**config.mk**
```make
export PLATFORM = sky130hd
export DESIGN_NAME = tagcmd_frame_asm
export DESIGN_NICKNAME = d
export VERILOG_FILES = /design/src/rtl/tagcmd_pkg.sv /design/src/rtl/tagcmd_ctrl_decode.sv /design/src/rtl/tagcmd_frame_build.sv /design/src/rtl/tagcmd_serializer.sv /design/src/rtl/tagcmd_frame_asm.sv
export SDC_FILE = /design/constraint.sdc
export NUM_CORES = 1
export LEC_CHECK = 0
export ABC_AREA = 1
export ABC_CLOCK_PERIOD_IN_PS = 3100
export BUFFER_PORTS_ARGS = -buffer_cell sky130_fd_sc_hd__buf_2
export CELL_PAD_IN_SITES_DETAIL_PLACEMENT = 0
export CELL_PAD_IN_SITES_GLOBAL_PLACEMENT = 1
export CORE_UTILIZATION = 39
export CTS_CLUSTER_SIZE = 8
export DETAILED_ROUTE_END_ITERATION = 6
export PLACE_DENSITY = 0.87
export SLEW_MARGIN = 20
export SYNTH_ARGS = -nofsm -noshare
export SYNTH_HDL_FRONTEND = slang
export SYNTH_SLANG_ARGS = --single-unit
```
**constraint.sdc**
```tcl
create_clock -name clk -period 3.1 [get_ports clk]
set_clock_uncertainty 0.1 [all_clocks]
set_input_delay 0.93 -clock clk [delete_from_list [all_inputs] [get_ports clk]]
set_output_delay 0.93 -clock clk [all_outputs]
set_load 0.02 [all_outputs]
```
**src/rtl/tagcmd_pkg.sv**
```systemverilog
package tagcmd_pkg;

  localparam int TC_CTRL_W = 8;
  localparam int TC_ADDR_W = 3;

  typedef enum logic [1:0] {
    DL_FIXED   = 2'd0,
    DL_LONGREF = 2'd1,
    DL_LEADZ   = 2'd2,
    DL_QUAD    = 2'd3
  } dl_mode_e;

  typedef struct packed {
    logic                 pwd_en;
    logic                 page;
    logic                 test;
    dl_mode_e             mode;
    logic                 reg_rd;
    logic                 rd;
    logic [TC_ADDR_W-1:0] addr;
  } tc_req_t;

endpackage

```
**src/rtl/tagcmd_ctrl_decode.sv**
```systemverilog
module tagcmd_ctrl_decode
  import tagcmd_pkg::*;
#(
  parameter int BLK_W = 8
) (
  input  logic [TC_CTRL_W-1:0] ctrl_i,
  input  logic [BLK_W-1:0]     blk_i,
  output tc_req_t              req_o
);

  logic blk_all_ones;

  always_comb begin
    blk_all_ones  = &blk_i;
    req_o.pwd_en  = ctrl_i[0];
    req_o.page    = ctrl_i[1];
    req_o.test    = ctrl_i[2];
    req_o.mode    = dl_mode_e'(ctrl_i[4:3]);
    req_o.rd      = ctrl_i[6];
    req_o.reg_rd  = ctrl_i[5] | (ctrl_i[6] & blk_all_ones);
    req_o.addr    = blk_i[TC_ADDR_W-1:0];
  end

endmodule

```
**src/rtl/tagcmd_frame_build.sv**
```systemverilog
module tagcmd_frame_build
  import tagcmd_pkg::*;
#(
  parameter int DATA_W   = 32,
  parameter int PWD_W    = 32,
  parameter int MAX_BITS = 80,
  localparam int CW      = $clog2(MAX_BITS + 1)
) (
  input  tc_req_t              req_i,
  input  logic [DATA_W-1:0]    data_i,
  input  logic [PWD_W-1:0]     pwd_i,
  output logic [MAX_BITS-1:0]  frame_o,
  output logic [CW-1:0]        len_o
);

  logic [MAX_BITS-1:0] acc;
  logic [CW-1:0]       len;
  logic [1:0]          opcode;
  logic                ref_mode;

  always_comb begin
    ref_mode = (req_i.mode == DL_LEADZ) || (req_i.mode == DL_QUAD);
    opcode   = req_i.test ? 2'b01 : {1'b1, req_i.page};
    acc      = '0;
    len      = '0;
    // reference bits
    if (ref_mode) begin
      acc = acc << 1;
      len = len + CW'(1);
    end
    if (req_i.mode == DL_QUAD) begin
      acc = acc << 1;
      len = len + CW'(1);
    end
    // opcode
    acc = (acc << 2) | MAX_BITS'(opcode);
    len = len + CW'(2);
    // password with optional fixed zeros
    if (req_i.pwd_en) begin
      if (ref_mode) begin
        acc = acc << 2;
        len = len + CW'(2);
      end
      acc = (acc << PWD_W) | MAX_BITS'(pwd_i);
      len = len + CW'(PWD_W);
    end
    // lock bit
    acc = acc << 1;
    len = len + CW'(1);
    // data on write
    if (!req_i.rd) begin
      acc = (acc << DATA_W) | MAX_BITS'(data_i);
      len = len + CW'(DATA_W);
    end
    // address unless regular read
    if (!req_i.reg_rd) begin
      acc = (acc << TC_ADDR_W) | MAX_BITS'(req_i.addr);
      len = len + CW'(TC_ADDR_W);
    end
    // pair padding
    if ((req_i.mode == DL_QUAD) && len[0]) begin
      acc = acc << 1;
      len = len + CW'(1);
    end
    frame_o = acc << (CW'(MAX_BITS) - len);
    len_o   = len;
  end

endmodule

```
**src/rtl/tagcmd_serializer.sv**
```systemverilog
module tagcmd_serializer #(
  parameter int MAX_BITS = 80,
  localparam int CW      = $clog2(MAX_BITS + 1)
) (
  input  logic                clk,
  input  logic                rst_n,
  input  logic                load_i,
  input  logic [MAX_BITS-1:0] frame_i,
  input  logic [CW-1:0]       len_i,
  output logic                idle_o,
  output logic                valid_o,
  input  logic                ready_i,
  output logic                data_o,
  output logic                last_o
);

  logic [MAX_BITS-1:0] sh_q, sh_d;
  logic [CW-1:0]       rem_q, rem_d;
  logic                fire, en;

  always_comb begin
    valid_o = (rem_q != '0);
    idle_o  = (rem_q == '0);
    data_o  = sh_q[MAX_BITS-1];
    last_o  = (rem_q == CW'(1));
    fire    = valid_o & ready_i;
    en      = load_i | fire;
    sh_d    = sh_q;
    rem_d   = rem_q;
    if (load_i) begin
      sh_d  = frame_i;
      rem_d = len_i;
    end else if (fire) begin
      sh_d  = sh_q << 1;
      rem_d = rem_q - CW'(1);
    end
  end

  always_ff @(posedge clk or negedge rst_n) begin
    if (!rst_n) begin
      sh_q  <= '0;
      rem_q <= '0;
    end else if (en) begin
      sh_q  <= sh_d;
      rem_q <= rem_d;
    end
  end

endmodule

```
**src/rtl/tagcmd_frame_asm.sv**
```systemverilog
module tagcmd_frame_asm
  import tagcmd_pkg::*;
#(
  parameter int DATA_W   = 32,
  parameter int PWD_W    = 32,
  parameter int BLK_W    = 8,
  parameter int MAX_BITS = 80,
  localparam int CW      = $clog2(MAX_BITS + 1)
) (
  input  logic                 clk,
  input  logic                 rst_n,
  input  logic                 req_valid,
  output logic                 req_ready,
  input  logic [TC_CTRL_W-1:0] req_ctrl,
  input  logic [DATA_W-1:0]    req_data,
  input  logic [PWD_W-1:0]     req_pwd,
  input  logic [BLK_W-1:0]     req_blk,
  output logic                 bit_valid,
  input  logic                 bit_ready,
  output logic                 bit_data,
  output logic                 bit_last
);

  logic [1:0]          rst_sync_q;
  tc_req_t             dec;
  logic [MAX_BITS-1:0] frame;
  logic [CW-1:0]       len;
  logic                idle, accept;

  // reset release synchronizer
  always_ff @(posedge clk or negedge rst_n) begin
    if (!rst_n) rst_sync_q <= 2'b00;
    else        rst_sync_q <= {rst_sync_q[0], 1'b1};
  end

  tagcmd_ctrl_decode #(.BLK_W(BLK_W)) u_dec (
    .ctrl_i (req_ctrl),
    .blk_i  (req_blk),
    .req_o  (dec)
  );

  tagcmd_frame_build #(
    .DATA_W   (DATA_W),
    .PWD_W    (PWD_W),
    .MAX_BITS (MAX_BITS)
  ) u_build (
    .req_i   (dec),
    .data_i  (req_data),
    .pwd_i   (req_pwd),
    .frame_o (frame),
    .len_o   (len)
  );

  always_comb begin
    req_ready = idle & rst_sync_q[1];
    accept    = req_valid & req_ready;
  end

  tagcmd_serializer #(.MAX_BITS(MAX_BITS)) u_ser (
    .clk     (clk),
    .rst_n   (rst_n),
    .load_i  (accept),
    .frame_i (frame),
    .len_i   (len),
    .idle_o  (idle),
    .valid_o (bit_valid),
    .ready_i (bit_ready),
    .data_o  (bit_data),
    .last_o  (bit_last)
  );

endmodule

```
# After elaboration in Yosys (flattened, before gate mapping)
# Index checks and enable logic that the tools add are counted.
[totals] register_bits=89 in_bits=84 output_inout_bits=4 word_cells=52
[op_classes] n_addsub=10 n_eq_ne=3 n_shift=1 n_mux=19 bitwise=9 reduce_logical=7
[ops] cell="80-bit two-way mux" count=5
[ops] cell="80-bit by 3-bit bitwise OR with 80-bit output" count=1
[ops] cell="80-bit by 32-bit bitwise OR with 80-bit output" count=1
[ops] cell="80-bit by 7-bit << shifter with 80-bit output" count=1
[ops] cell="79-bit two-way mux" count=1
[ops] cell="79-bit by 32-bit bitwise OR with 79-bit output" count=1
[ops] cell="7-bit two-way mux" count=9
[ops] cell="47-bit two-way mux" count=1
[ops] cell="7-bit by 1-bit adder with 7-bit output, second input constant" count=3
[ops] cell="7-bit by 2-bit adder with 7-bit output, second input constant" count=3
[ops] cell="7-bit by 6-bit adder with 7-bit output, second input constant" count=2
[ops] cell="8-bit AND reduction" count=1
[ops] cell="7-bit by 1-bit == test with 1-bit output, second input constant" count=1
[ops] cell="7-bit zero test" count=1
[ops] cell="7-bit nonzero test" count=1
[ops] cell="7-bit by 1-bit subtractor with 7-bit output, second input constant" count=1
[ops] cell="7-bit subtractor, first input constant" count=1
[ops] cell="1-bit bitwise AND" count=4
[ops] cell="2-bit == test, second input constant" count=2
[ops] cell="4-bit two-way mux" count=1
[ops] cell="2-bit two-way mux" count=1
[ops] cell="1-bit bitwise OR" count=2
[ops] cell="2-bit AND reduction" count=1
[ops] cell="2-bit nonzero test" count=1
[ops] cell="3 further kinds" count=3

# Depth between registers and ports, before layout
[depth] depth_word=21 mapped_depth=30 mapped_depth_nobuf=26

# By module
# A second synthesis with hierarchy kept.
[unflattened] hier_cells=2388 hier_area_um2=12819.8
[modules_own_cells] module="tagcmd_frame_build" n_inst=1 cells_per_inst=1766 area_per_inst_um2=7847.5 seq_area_each_um2=0.0
[modules_own_cells] module="tagcmd_serializer" n_inst=1 cells_per_inst=597 area_per_inst_um2=4798.4 seq_area_each_um2=2177.1
[modules_own_cells] module="tagcmd_ctrl_decode" n_inst=1 cells_per_inst=18 area_per_inst_um2=102.6 seq_area_each_um2=0.0
[modules_own_cells] module="tagcmd_frame_asm" n_inst=1 cells_per_inst=7 area_per_inst_um2=71.3 seq_area_each_um2=50.0

# Least setup slack after synthesis
# No wires, ideal clock.
[synth_path] path_kind="input to register" startpoint="input req_ctrl[6]" endpoint="register u_ser.sh_q[77]" setup_time_ns=0.117 t_arrival_ns=3.892 required_time_ns=2.883 path_slack_ns=-1.009 path_stages=28 n_path_buf=5 cell_sequence="buf_4 nand2_2 nor2_4 nand2_4 nand2_4 buf_6 nand2_1 nand2_1 buf_2 ha_1 inv_1 nand2_1 nand2_2 ha_1 inv_1 clkbuf_1 buf_1 nand3_1 nand3_1 nand3_1 nand3_1 nand2_1 nand2_1 nand3_1 nand2_1 nand2_1 nand2_1 nand2_1"
[synth_between] elab_chain_cells=8 word_cells_on_any_way=15 cone_classes="add/sub (3); shift (1); mux (7); bitwise (3); reduce/logical (1)"
[synth_lines] item="start: declaration" line="tagcmd_frame_asm.sv:14" rtl="input logic [TC_CTRL_W-1:0] req_ctrl,"
[synth_lines] item="7-bit two-way mux or 1-bit bitwise AND (tied branches)" line="tagcmd_frame_build.sv:51, tagcmd_ctrl_decode.sv:20"
[synth_lines] item="7-bit by 2-bit adder with 7-bit output or 1-bit bitwise OR (tied branches)" line="tagcmd_frame_build.sv:58, tagcmd_ctrl_decode.sv:20"
[synth_lines] item="7-bit two-way mux" line="tagcmd_frame_build.sv:56" rtl="if (!req_i.reg_rd) begin"
[synth_lines] item="7-bit by 1-bit adder with 7-bit output or 1-bit logical AND (tied branches)" line="tagcmd_frame_build.sv:63, tagcmd_frame_build.sv:61"
[synth_lines] item="7-bit two-way mux" line="tagcmd_frame_build.sv:61" rtl="if ((req_i.mode == DL_QUAD) && len[0]) begin"
[synth_lines] item="7-bit subtractor" line="tagcmd_frame_build.sv:65" rtl="frame_o = acc << (CW'(MAX_BITS) - len);"
[synth_lines] item="80-bit by 7-bit << shifter with 80-bit output (*)" line="tagcmd_frame_build.sv:65"
[synth_lines] item="80-bit two-way mux (*)" line="tagcmd_serializer.sv:30" rtl="if (load_i) begin"
[synth_lines] item="end signal: assignment" line="tagcmd_serializer.sv:41" rtl="sh_q <= '0;"
[synth_lines] item="end signal: assignment" line="tagcmd_serializer.sv:44" rtl="sh_q <= sh_d;"
[synth_lines] item="end: declaration" line="tagcmd_serializer.sv:17" rtl="logic [MAX_BITS-1:0] sh_q, sh_d;"
# Mark *: on every way between the ends. The rest lies on a longest branch, timed or not.
# A chain may end at the register's enable or synchronous reset.

# Worst setup path after layout
[layout_path] startpoint="input req_blk[6]" endpoint="register u_ser.sh_q[73]"
[layout_between] elab_chain_cells=9 word_cells_on_any_way=12 cone_classes="add/sub (2); shift (1); mux (5); bitwise (2); reduce/logical (2)"
[layout_lines] item="start: declaration" line="tagcmd_frame_asm.sv:17" rtl="input logic [BLK_W-1:0] req_blk,"
[layout_lines] item="8-bit AND reduction (*)" line="tagcmd_ctrl_decode.sv:14" rtl="blk_all_ones = &blk_i;"
[layout_lines] item="1-bit bitwise AND (*)" line="tagcmd_ctrl_decode.sv:20" rtl="req_o.reg_rd = ctrl_i[5] | (ctrl_i[6] & blk_all_ones);"
[layout_lines] item="1-bit bitwise OR (*)" line="tagcmd_ctrl_decode.sv:20"
[layout_lines] item="7-bit two-way mux" line="tagcmd_frame_build.sv:56"
[layout_lines] item="7-bit by 1-bit adder with 7-bit output or 1-bit logical AND (tied branches)" line="tagcmd_frame_build.sv:63, tagcmd_frame_build.sv:61"
[layout_lines] item="7-bit two-way mux" line="tagcmd_frame_build.sv:61"
[layout_lines] item="7-bit subtractor" line="tagcmd_frame_build.sv:65"
[layout_lines] item="80-bit by 7-bit << shifter with 80-bit output (*)" line="tagcmd_frame_build.sv:65"
[layout_lines] item="80-bit two-way mux (*)" line="tagcmd_serializer.sv:30"
# Marked as above.

==> results.py <==
metrics = {
    "logic_synthesis": {
        "synth_top_area_frac": 0.2826,
        "synth_area_um2": 12300,
        "ys_seq_area_frac": 0.1811,
        "yosysWarningCount": 0,
        "syn_inst": 2316,
        "synth_nets": 2406,
        "synth.most_common_cell": "nand2_1",
        "synth_top_flop_cell": "dfrtp_1",
        "syn_area_per_cell_um2": 5.311,
        "ys_ff_latch": 89,
        "synth-edff-count": 0,
        "synth_top_area_cell": "nand2_1",
        "yosys-top-cells-count": "nand2_1 (926), nand3_1 (671), dfrtp_1 (89)",
        "synth.distinct_cells": 46,
        "async_flop_share": 1.000,
        "netlist_top_cells_area": "nand2_1 (28%), nand3_1 (27%), dfrtp_1 (18%), o21ai_0 (3.3%), nand4_1 (3.1%)",
    },
    "sta": {
        "hold_slack_ns": 0.2570,
        "maxSlewHeadroom": 0.5494,
        "fmax_mhz": 279.1,
        "final_max_slew_viol_count": 0,
        "rsz0062_at_grt": "true",
        "tightestPinTransition_ns": 0.6688,
        "period_minus_slack_ns": 3.583,
        "hold_violations": 0,
        "layout_setup_ws_ns": -0.4827,
        "final-setup-viol-count": 79,
        "period_share": 1.156,
    },
    "clock_network": {
        "clkLatencyLatePin_ns": 0.35,
        "cts_root_buf": "clkbuf_16",
        "clk_pin_slew_ns": 0.07,
        "cts_buffers": 9,
        "cts_tree": "done",
        "cts.sinks": 89,
        "cts_htree_levels": 3,
        "clk_path_buf_depth": 2,
        "postCtsHoldBufs": 0,
    },
    "cells_and_area": {
        "syn2layout_area_growth_pct": 43.98,
        "nFillCells": 3112,
        "stdcell_area_um2": 17710,
        "final-seq-area_um2": 2227,
        "multi_input_area_um2": 10600,
        "drive_gt1_frac": 0.3155,
        "fin_nets": 2663,
        "antenna-diode-count": 0,
    },
    "critical_path": {
        "r2r-end": "u_ser.sh_q[33]$_DFFE_PN0P_",
        "worstSetupPathType": "in2reg",
        "slowest_delay_ns": 0.27,
        "arrival_ns": 3.72,
        "worstRegToRegCells": 14,
        "slowest_stage": "ha_4",
        "worst-path-buf-inv": 4,
        "critical_path.top_delay_family": "simple AND/OR/NAND/NOR gates",
        "r2r_slack_ns": 0.54,
        "r2r-start": "u_ser.rem_q[1]$_DFFE_PN0P_",
        "crit_path_frequent_cell": "nand2_1",
        "end_kind": "flip-flop",
        "crit_required_ns": 3.24,
        "critPathMaxFanout": 6,
        "critPathLaunchType": "input port",
    },
    "grt": {
        "track_usage": 0.3690,
        "grt_pass1_vias": 16767,
        "grt_pass1_wl_um": 93800,
        "antenna_found_initial": 0,
        "overflow": 0,
        "grt_max_degree": 87,
    },
    "die": {
        "initial_core_util": 0.3989,
        "die_h_um": 179.6,
        "dieArea_um2": 32250,
        "rows": 64,
        "ios": 88,
        "core_area_um2": 30830,
        "die_x_um": 179.6,
    },
    "pwr": {
        "finalPower_mw": 8.666,
        "vdd_drop_max_v": 0.0002585,
        "pwr_density_cell_nw_per_um2": 489.4,
        "p_leak_nw": 9.016,
    },
    "placed_design": {
        "dpl_worst_slack_ns": -0.8747,
        "portBuffers": 86,
        "finalWeightedCongestion": 1.009,
        "dp_hpwl_um": 44700,
        "placed_area_um2": 15090,
    },
    "outcome": {
        "outcome": "finished with violations",
        "violations": "design-rule violations, negative setup slack",
    },
    "hold_path": {
        "hold_path_end": "rst_sync_q[1]$_DFF_PN0_",
        "hp-class": "reg2reg",
        "hold_start": "rst_sync_q[0]$_DFF_PN0_",
        "hold-path-cell-count": 0,
    },
    "run": {
        "drv_cap": 0,
    },
    "route": {
        "routedWlPerCell_um": 20.44,
        "num_vias": 17634,
        "viasPerCell": 5.931,
        "routed_wl_um": 60780,
        "dr.pass1.iters": 7,
        "drc_errors": 14,
        "ant_nets": 0,
        "drt_iter0_markers": 2058,
    },
}
==> stage by stage <==
| stage | utilization | std cells | TNS, ns |
|---|---|---|---|
| 3_3_place_gp | 0.4894 | 2932 | -57.11 |
| 3_5_place_dp | 0.4894 | 2932 | -59.38 |
| 2_1_floorplan | - | 2316 | -36.14 |
| 4_1_cts | 0.5467 | 2967 | -20.64 |
| 5_1_grt | 0.5744 | 2973 | -36.53 |
| 6_report | 0.5744 | 2973 | -27.72 |
==> metal layers <==
| layer | up-vias | global-route usage | wire [um] |
|---|---|---|---|
| li1 | 8279 | - | - |
| met1 | 8344 | 0.4843 | 25550 |
| met2 | 825 | 0.5941 | 27370 |
| met3 | 186 | 0.06199 | 4844 |
| met4 | 0 | 0.1645 | 3014 |
| met5 | - | 0 | 0 |
==> worst max-delay path by stage <==
stage                start                          to  slack (ns)  depth (start not counted)
2_1_floorplan  req_ctrl[6]  u_ser.sh_q[70]$_DFFE_PN0P_       -0.55                         27
3_3_place_gp    req_blk[6]  u_ser.sh_q[76]$_DFFE_PN0P_       -0.85                         24
3_5_place_dp    req_blk[2]  u_ser.sh_q[76]$_DFFE_PN0P_       -0.87                         24
4_1_cts         req_blk[6]  u_ser.sh_q[76]$_DFFE_PN0P_       -0.39                         25
5_1_grt         req_blk[6]  u_ser.sh_q[69]$_DFFE_PN0P_       -0.59                         26
6_report        req_blk[6]  u_ser.sh_q[73]$_DFFE_PN0P_       -0.48                         27
==> where the power goes <==
group	internal [mW]	total (mW)	switching, mW
clock network	0.704	1.19	0.490
registers	1.55	1.77	0.225
logic	2.24	5.70	3.46
total	4.49	8.67	4.18
==> flip-flops by register name, summed over array words and instances, names as in the netlist <==
name and count:
rst_sync_q 2, u_ser.rem_q 7, u_ser.sh_q 80
==> worst reg2reg max path, cell delays in order, from the launching register on <==
cell,delay (ns)
dfrtp_1,0.39
inv_1,0.10
ha_1,0.20
nand2_1,0.08
nor2_1,0.11
inv_1,0.07
nor2_1,0.14
nand2_2,0.18
nor2_2,0.15
inv_1,0.07
nor2_2,0.12
inv_1,0.26
buf_4,0.24
nor2_1,0.14
o22a_1,0.15
==> layout by cell type (no fill, tap or decap), types with 27 or more instances in the layout <==
master / count
inv_1: 70
nand2_2: 70
nor2_1: 73
dfrtp_1: 89
nand3_2: 190
buf_4: 286
buf_2: 76
nand4_1: 60
o21ai_0: 67
buf_12: 27
nand3_1: 457
nand2_1: 853
==> area by class of cell <==
class / count / area share
Clock inverter: 5 / 0.004451
Tap cell: 396 / 0.02798
Inverter: 81 / 0.01816
Multi-Input combinational cell: 1965 / 0.5986
Clock buffer: 10 / 0.01293
Timing Repair Buffer: 427 / 0.2121
Sequential cell: 89 / 0.1258
==> kinds of logic after synthesis <==
family | share of synthesized area
simple gates | 0.6366
buf+inv | 0.09573
compound gates | 0.07803
flops | 0.1811
fa+ha+maj | 0.006104
xor+xnor | 0.002137
other cells | 0.0003049
==> timing repair <==
action                     4_1_cts  5_1_grt
pin swaps                       32       25
buffers inserted                 9        4
gates cloned                    11        4
resized for setup              243      174
setup endpoints to repair       80       80
hold endpoints to repair         0        0
(Power assumes the default switching activity.)
